## src/rtl/hz_pkg.sv

```systemverilog
package hz_pkg;

    typedef enum logic [1:0] {
        HZ_NONE      = 2'd0,
        HZ_LOAD_USE  = 2'd1,
        HZ_BR_EX     = 2'd2,
        HZ_BR_MEMLD  = 2'd3
    } hz_cause_e;

    typedef struct packed {
        logic pc_we;
        logic ifid_we;
        logic bubble;
        logic flush;
    } hz_ctl_t;

endpackage

```

## src/rtl/hz_match.sv

```systemverilog
module hz_match #(
    parameter int REG_W   = 5,
    parameter int NUM_SRC = 2
) (
    input  logic [REG_W-1:0]              dst,
    input  logic                          wr_en,
    input  logic [NUM_SRC-1:0][REG_W-1:0] srcs,
    output logic                          hit
);
    localparam logic [REG_W-1:0] ZERO_REG = '0;

    logic [NUM_SRC-1:0] eq_d;

    for (genvar s = 0; s < NUM_SRC; s++) begin : g_src
        assign eq_d[s] = (srcs[s] == dst);
    end

    assign hit = wr_en && (dst != ZERO_REG) && (|eq_d);

endmodule

```

## src/rtl/hz_resolve.sv

```systemverilog
module hz_resolve
    import hz_pkg::*;
(
    input  logic    ex_hit,
    input  logic    ex_is_load,
    input  logic    mem_hit,
    input  logic    mem_is_load,
    input  logic    is_branch,
    input  logic    branch_taken,
    output hz_ctl_t ctl
);
    hz_cause_e cause_d;
    hz_ctl_t   ctl_d;

    always_comb begin
        cause_d = HZ_NONE;
        if (ex_hit && ex_is_load)
            cause_d = HZ_LOAD_USE;
        else if (is_branch && ex_hit)
            cause_d = HZ_BR_EX;
        else if (is_branch && mem_hit && mem_is_load)
            cause_d = HZ_BR_MEMLD;

        ctl_d = '{pc_we: 1'b1, ifid_we: 1'b1, bubble: 1'b0, flush: 1'b0};
        if (cause_d != HZ_NONE) begin
            ctl_d.pc_we   = 1'b0;
            ctl_d.ifid_we = 1'b0;
            ctl_d.bubble  = 1'b1;
        end else if (is_branch && branch_taken) begin
            ctl_d.flush = 1'b1;
        end
    end

    assign ctl = ctl_d;

endmodule

```

## src/rtl/hazard_unit.sv

```systemverilog
module hazard_unit
    import hz_pkg::*;
#(
    parameter int REG_W = 5
) (
    input  logic             clk,
    input  logic             rst_n,
    input  logic [REG_W-1:0] id_rs,
    input  logic [REG_W-1:0] id_rt,
    input  logic             id_is_branch,
    input  logic             id_branch_taken,
    input  logic [REG_W-1:0] ex_dst,
    input  logic             ex_mem_read,
    input  logic             ex_reg_write,
    input  logic [REG_W-1:0] mem_dst,
    input  logic             mem_mem_read,
    input  logic             mem_reg_write,
    output logic             pc_we,
    output logic             ifid_we,
    output logic             idex_bubble,
    output logic             ifid_flush
);
    localparam int NUM_SRC = 2;
    localparam int NUM_PRD = 2;

    logic [NUM_SRC-1:0][REG_W-1:0] srcs;
    logic [NUM_PRD-1:0][REG_W-1:0] prd_dst;
    logic [NUM_PRD-1:0]            prd_we;
    logic [NUM_PRD-1:0]            prd_hit;
    hz_ctl_t                       ctl;

    assign srcs    = {id_rt, id_rs};
    assign prd_dst = {mem_dst, ex_dst};
    assign prd_we  = {mem_reg_write, ex_reg_write};

    for (genvar p = 0; p < NUM_PRD; p++) begin : g_prd
        hz_match #(.REG_W(REG_W), .NUM_SRC(NUM_SRC)) u_match (
            .dst   (prd_dst[p]),
            .wr_en (prd_we[p]),
            .srcs  (srcs),
            .hit   (prd_hit[p])
        );
    end

    hz_resolve u_resolve (
        .ex_hit       (prd_hit[0]),
        .ex_is_load   (ex_mem_read),
        .mem_hit      (prd_hit[1]),
        .mem_is_load  (mem_mem_read),
        .is_branch    (id_is_branch),
        .branch_taken (id_branch_taken),
        .ctl          (ctl)
    );

    assign pc_we       = ctl.pc_we;
    assign ifid_we     = ctl.ifid_we;
    assign idex_bubble = ctl.bubble;
    assign ifid_flush  = ctl.flush;

    p_loaduse_r1: assert property (@(posedge clk) disable iff (!rst_n)
        (ex_mem_read && ex_reg_write && ex_dst != '0 && (ex_dst == id_rs || ex_dst == id_rt))
        |-> (idex_bubble && !pc_we && !ifid_we));

    p_zero_dst_r2: assert property (@(posedge clk) disable iff (!rst_n)
        (ex_dst == '0 && mem_dst == '0) |-> (pc_we && !idex_bubble));

    p_no_write_r3: assert property (@(posedge clk) disable iff (!rst_n)
        (!ex_reg_write && !mem_reg_write) |-> (ifid_we && !idex_bubble));

    p_nonload_mem_r6: assert property (@(posedge clk) disable iff (!rst_n)
        (!ex_reg_write && !mem_mem_read) |-> pc_we);

    p_flush_prio_r8: assert property (@(posedge clk) disable iff (!rst_n)
        idex_bubble |-> !ifid_flush);

    p_taken_flush_r7: assert property (@(posedge clk) disable iff (!rst_n)
        (id_is_branch && id_branch_taken && pc_we) |-> ifid_flush);

endmodule

```

## config.mk

```make
export PLATFORM = sky130hd
export DESIGN_NAME = hazard_unit
export DESIGN_NICKNAME = d
export VERILOG_FILES = /design/src/rtl/hz_pkg.sv /design/src/rtl/hz_match.sv /design/src/rtl/hz_resolve.sv /design/src/rtl/hazard_unit.sv
export SDC_FILE = /design/constraint.sdc
export NUM_CORES = 1
export LEC_CHECK = 0
export ABC_AREA = 1
export BUFFER_PORTS_ARGS = -buffer_cell sky130_fd_sc_hd__buf_2
export CAP_MARGIN = 10
export CORE_AREA = 2 2 39 41
export DETAILED_ROUTE_END_ITERATION = 12
export DIE_AREA = 0 0 41 43
export PLACE_DENSITY = 0.71
export SLEW_MARGIN = 10
export SYNTH_ARGS = -nofsm -noshare
export SYNTH_HDL_FRONTEND = slang
export SYNTH_SLANG_ARGS = --single-unit
export TNS_END_PERCENT = 30
```

## constraint.sdc

```tcl
create_clock -name vclk -period 0.8
set_input_delay 0.04 -clock vclk [all_inputs]
set_output_delay 0.04 -clock vclk [all_outputs]
set_load 0.02 [all_outputs]
```

==> run metrics, run 1 <==
DP HPWL=1010 µm; Avg WL per Cell=8.03 µm; largest net degree at the start of global routing=6; worst-path maximum fanout=3; Unique masters post-synth=10; register area=0 µm²; fin crit share=114%; Max-Cap Viols=0; setup tns final=-397 ps; Synth-to-Final Area Change=54.8%; Data arrival, critical path=870 ps; # port buffers=30; Fmax=1.10 GHz; Pwr Total=316 µW; post-synthesis cell count=98; max_slew headroom=87.7%; failing checks=setup timing; ant diodes=0; final hold violation count=0; gpl congestion=0.812; postcts setup bufs=0; critical path class=in -> out; Post-Syn Nets=126; Initial Util=30.0%; vias in the first global route=539; Pre-Repair DR Iteration Count=4; status=finished with violations; Final Util=46.5%; number of placement rows=14; Avg Inst Size Synth=4.24 µm²; post-route ant nets=0; # setup viols final=4; post-synthesis sequential area ratio=0%; initial DRC count=8; crit path capture type=primary output; DR vias/cell=4.24; Non-Filler Instances=143; area of the multi-input gates=343 µm²; Placed Instances=143; Worst Path Required=760 ps; initial antenna violation count=0; power density over the cells=492 nW/µm²; most frequent cells in the layout=45 x nand2_1, 20 x buf_2, 12 x inv_2; top cell type by total area after synthesis=nand2_1; Peak VDD IR=0.170 mV; commonest non-fill, non-tap cell in the layout=nand2_1; dpl cell area=578 µm²; Core Box Area=1380 µm²; final net count=157; die area=1760 µm²; Slew @ Worst Pin=184 ps; Synth area leaders=nand2_1 43%, inv_1 20%, nor2_1 12%; DRC Markers=0; final instance area=643 µm²; share of cells above drive strength 1=39.4%; Filler cells=156; clock buf count=0; Synth Warn #=0; first-pass GRT wire length=1860 µm; Seq cells=0; Ports=32; minimum clock period=910 ps; unrepaired setup endpoints after global routing=yes; Hold Crit Class=in -> out; Final Worst Setup Slack=-110 ps; Synth Cell Area=415 µm²; Synth top area share=43.4%; leakage dissipation=0.000434 µW; gr usage total=13.9%; Final Max Slew Viols=0; DRT Wirelength=1150 µm; # hold bufs at CTS=0; Die X-Extent=41 µm; Chip Height=43 µm; grt ovf=0; Startpoint Class=primary input; Vias=606
kinds of logic (layout without fill, tap and decap cells):
group           count (synthesis)  count (layout)  share of synthesized area [%]
xor+xnor                        5               5                           10.5
simple gates                   69              69                           66.0
buf+inv                        23              52                           21.7
compound gates                  1               1                           1.81
per-layer routing:
| metal | global-route usage [%] | wire [µm] |
|---|---|---|
| met1 | 17.1 | 481 |
| met2 | 26.6 | 603 |
| met3 | 0 | 63 |
| met4 | 0 | 0 |
| met5 | 0 | 0 |
Yosys cell counts:
| master | count |
|---|---|
| nand4_1 | 3 |
| nand2_2 | 1 |
| nor2_1 | 13 |
| nand3_1 | 4 |
| xnor2_1 | 4 |
| xor2_1 | 1 |
| buf_4 | 1 |
| o211ai_1 | 1 |
| nand2_1 | 48 |
| inv_1 | 22 |
worst max-delay path, cell delays in order:
cell and delay [ps]:
buf_2 100, inv_1 50, nand2_1 50, nand2_1 50, nor2_1 110, nand3_1 70
nand2_1 70, nand2_1 60, nand2_2 80, nor2_1 40, buf_4 150
stage by stage:
| step | hold WS (ps) | worst slack (ps) |
|---|---|---|
| final | 411 | -110 |
| after global routing | 432 | -207 |
| after CTS | 406 | -112 |
| after detailed placement | 410 | -142 |
| after global placement | 402 | -136 |
| after floorplan | 206 | -68.9 |
power breakdown:
group	total [µW]	switching (µW)	internal [µW]
Sequential	0	0	0
Combinational	316	165	151
Clock	0	0	0
Total	316	165	151
final timing paths:
kind            start          to  slack (ps)  cells past startpoint
max          id_rs[1]  ifid_flush        -110                     11
min   id_branch_taken  ifid_flush         410                      4
final cells by class:
| class | instances | share of cell area (%) |
|---|---|---|
| timing repair buffer | 30 | 30.7 |
| multi-input combinational | 75 | 53.3 |
| inverter | 22 | 12.8 |
| tap | 16 | 3.11 |
timing repair:
action,4_1_cts,5_1_grt
pin swaps,16,8
cloned,0,0
gates resized for setup,25,6
endpoints found under the setup margin,4,4
(Power assumes the default switching activity.)
==> inputs of run 2 (changes only) <==
--- a/config.mk
+++ b/config.mk
@@ -8,10 +8,11 @@
 export ABC_AREA = 1
 export BUFFER_PORTS_ARGS = -buffer_cell sky130_fd_sc_hd__buf_2
 export CAP_MARGIN = 10
-export CORE_AREA = 2 2 39 41
+export CELL_PAD_IN_SITES_DETAIL_PLACEMENT = 0
+export CELL_PAD_IN_SITES_GLOBAL_PLACEMENT = 2
+export CORE_UTILIZATION = 16
 export DETAILED_ROUTE_END_ITERATION = 12
-export DIE_AREA = 0 0 41 43
-export PLACE_DENSITY = 0.71
+export PLACE_DENSITY = 0.88
 export SLEW_MARGIN = 10
 export SYNTH_ARGS = -nofsm -noshare
 export SYNTH_HDL_FRONTEND = slang
==> constraint.sdc (replaced) <==
create_clock -name vclk -period 0.9
set_input_delay 0.045 -clock vclk [all_inputs]
set_output_delay 0.045 -clock vclk [all_outputs]
set_load 0.02 [all_outputs]
==> run 2 against run 1 <==
Net effect:
- the run still ends with setup timing left
- setup slack improved by 83 ps
- final cell count rose by 9.8%
- count of clock-buffer cells in the layout did not move
- sequential share of layout area did not move
- via count rose by 3.3%
- hold slack improved by 5.4 ps
==> run metrics, run 2 (synthesis gave the netlist of run 1 again) <==
status=finished with violations; failing checks=setup timing; max_slew headroom=89.3% (+1.6 points); final net count=157 (unchanged); # port buffers=30 (unchanged); Final Worst Setup Slack=-27.6 ps (+82.5 ps); final hold violation count=0 (unchanged); die area=2800 µm² (+59%); Chip Height=53.0 µm (+23%); initial DRC count=19 (+11); worst-path maximum fanout=3 (unchanged); Slew @ Worst Pin=160 ps (-24.1 ps); postcts setup bufs=0 (unchanged); number of placement rows=18 (+4); crit path capture type=primary output; Filler cells=271 (+74%); Worst Path Required=850 ps (+90 ps); register area=0 µm² (unchanged); fin crit share=103%; share of cells above drive strength 1=35.4% (-3.9 points); Seq cells=0 (unchanged); area of the multi-input gates=343 µm² (unchanged); Synth-to-Final Area Change=75.3%; setup tns final=-59.8 ps (+337 ps); DP HPWL=1110 µm (+9.5%); Final Max Slew Viols=0 (unchanged); gpl congestion=0.774 (-4.6%); vias in the first global route=534 (-0.93%); gr usage total=9.49% (-4.4 points); Vias=626 (+3.3%); Ports=32 (unchanged); Hold Crit Class=in -> out; Hold WS=417 ps (+5.45 ps); largest net degree at the start of global routing=6 (unchanged); first-pass GRT wire length=2040 µm (+10%); DRC Markers=0 (unchanged); grt ovf=0 (unchanged); clock buf count=0 (unchanged); Initial Util=16.9% (-13 points); Data arrival, critical path=880 ps (about the same); Avg WL per Cell=8.06 µm (+0.44%); minimum clock period=928 ps; post-route ant nets=0 (unchanged); critical path class=in -> out; Max-Cap Viols=0 (unchanged); initial antenna violation count=0 (unchanged); DRT Wirelength=1270 µm (+10%); Startpoint Class=primary input; power density over the cells=428 nW/µm² (-13%); DR vias/cell=3.99 (-5.9%); ant diodes=0 (unchanged); commonest non-fill, non-tap cell in the layout=nand2_1; # hold bufs at CTS=0 (unchanged); Fmax=1.08 GHz; most frequent cells in the layout=46 x nand2_1, 13 x inv_1, 12 x buf_6; leakage dissipation=0.000464 µW (+6.9%); Pre-Repair DR Iteration Count=5 (+1); Die X-Extent=53.0 µm (+29%); Core Box Area=2450 µm² (+77%); Peak VDD IR=0.170 mV (+0.49%); # setup viols final=4 (unchanged); unrepaired setup endpoints after global routing=yes
## run 2: cell counts in the layout (fill, tap and decap cells not counted)
No cell type changed its count.
## run 2: repair_timing
action,4_1_cts,5_1_grt
pin swaps,20,17
gates cloned,0,0
resized for setup,20,24
hold endpoints to repair,0,0
endpoints found under the setup margin,4,4
## run 2: final timing paths
| check | from | to | slack (ps) | depth (start not counted) |
|---|---|---|---|---|
| max | id_rt[0] | ifid_flush | -30 | 9 |
| min | id_branch_taken | ifid_flush | 420 | 4 |
## run 2: critical path: stages
cell,delay (ps)
buf_6,100
xor2_1,150
nor2_1,120
nand3_1,80
nand2_1,70
nand2_1,60
nand2_2,80
nor2_1,40
buf_4,140
## run 2: cell type report
type,count,share of cell area [%]
Multi-Input combinational cell,75,47.1
Timing Repair Buffer,30,36.1
Inverter,22,11.7
Tap cell,30,5.15
## run 2: routing by layer
layer	share of wire [%]	GRT usage [%]	wire (µm)	up-vias
li1	-	-	-	342
met3	8.5	0	108	0
met4	0	0	0	0
met5	0	0	0	-
met1	43	13.8	546	261
met2	48	16.5	611	23
## run 2: metrics by stage
step | std cells | worst slack [ps] | total power, µW | util (%) | area (µm²)
after floorplan | 98 | 21.1 | 134 | - | 415
after global placement | 157 | -93.3 | 246 | 24.3 | 596
after detailed placement | 157 | -94.7 | 246 | 24.3 | 596
after CTS | 157 | -47.2 | 278 | 26.8 | 657
after global routing | 157 | -123 | 351 | 29.7 | 728
final | 157 | -27.6 | 311 | 29.7 | 728
## run 2: power by group
group,internal (µW),switching (µW),total (µW)
clock,0,0,0
sequential,0,0,0
combinational,161,150,311
total,161,150,311
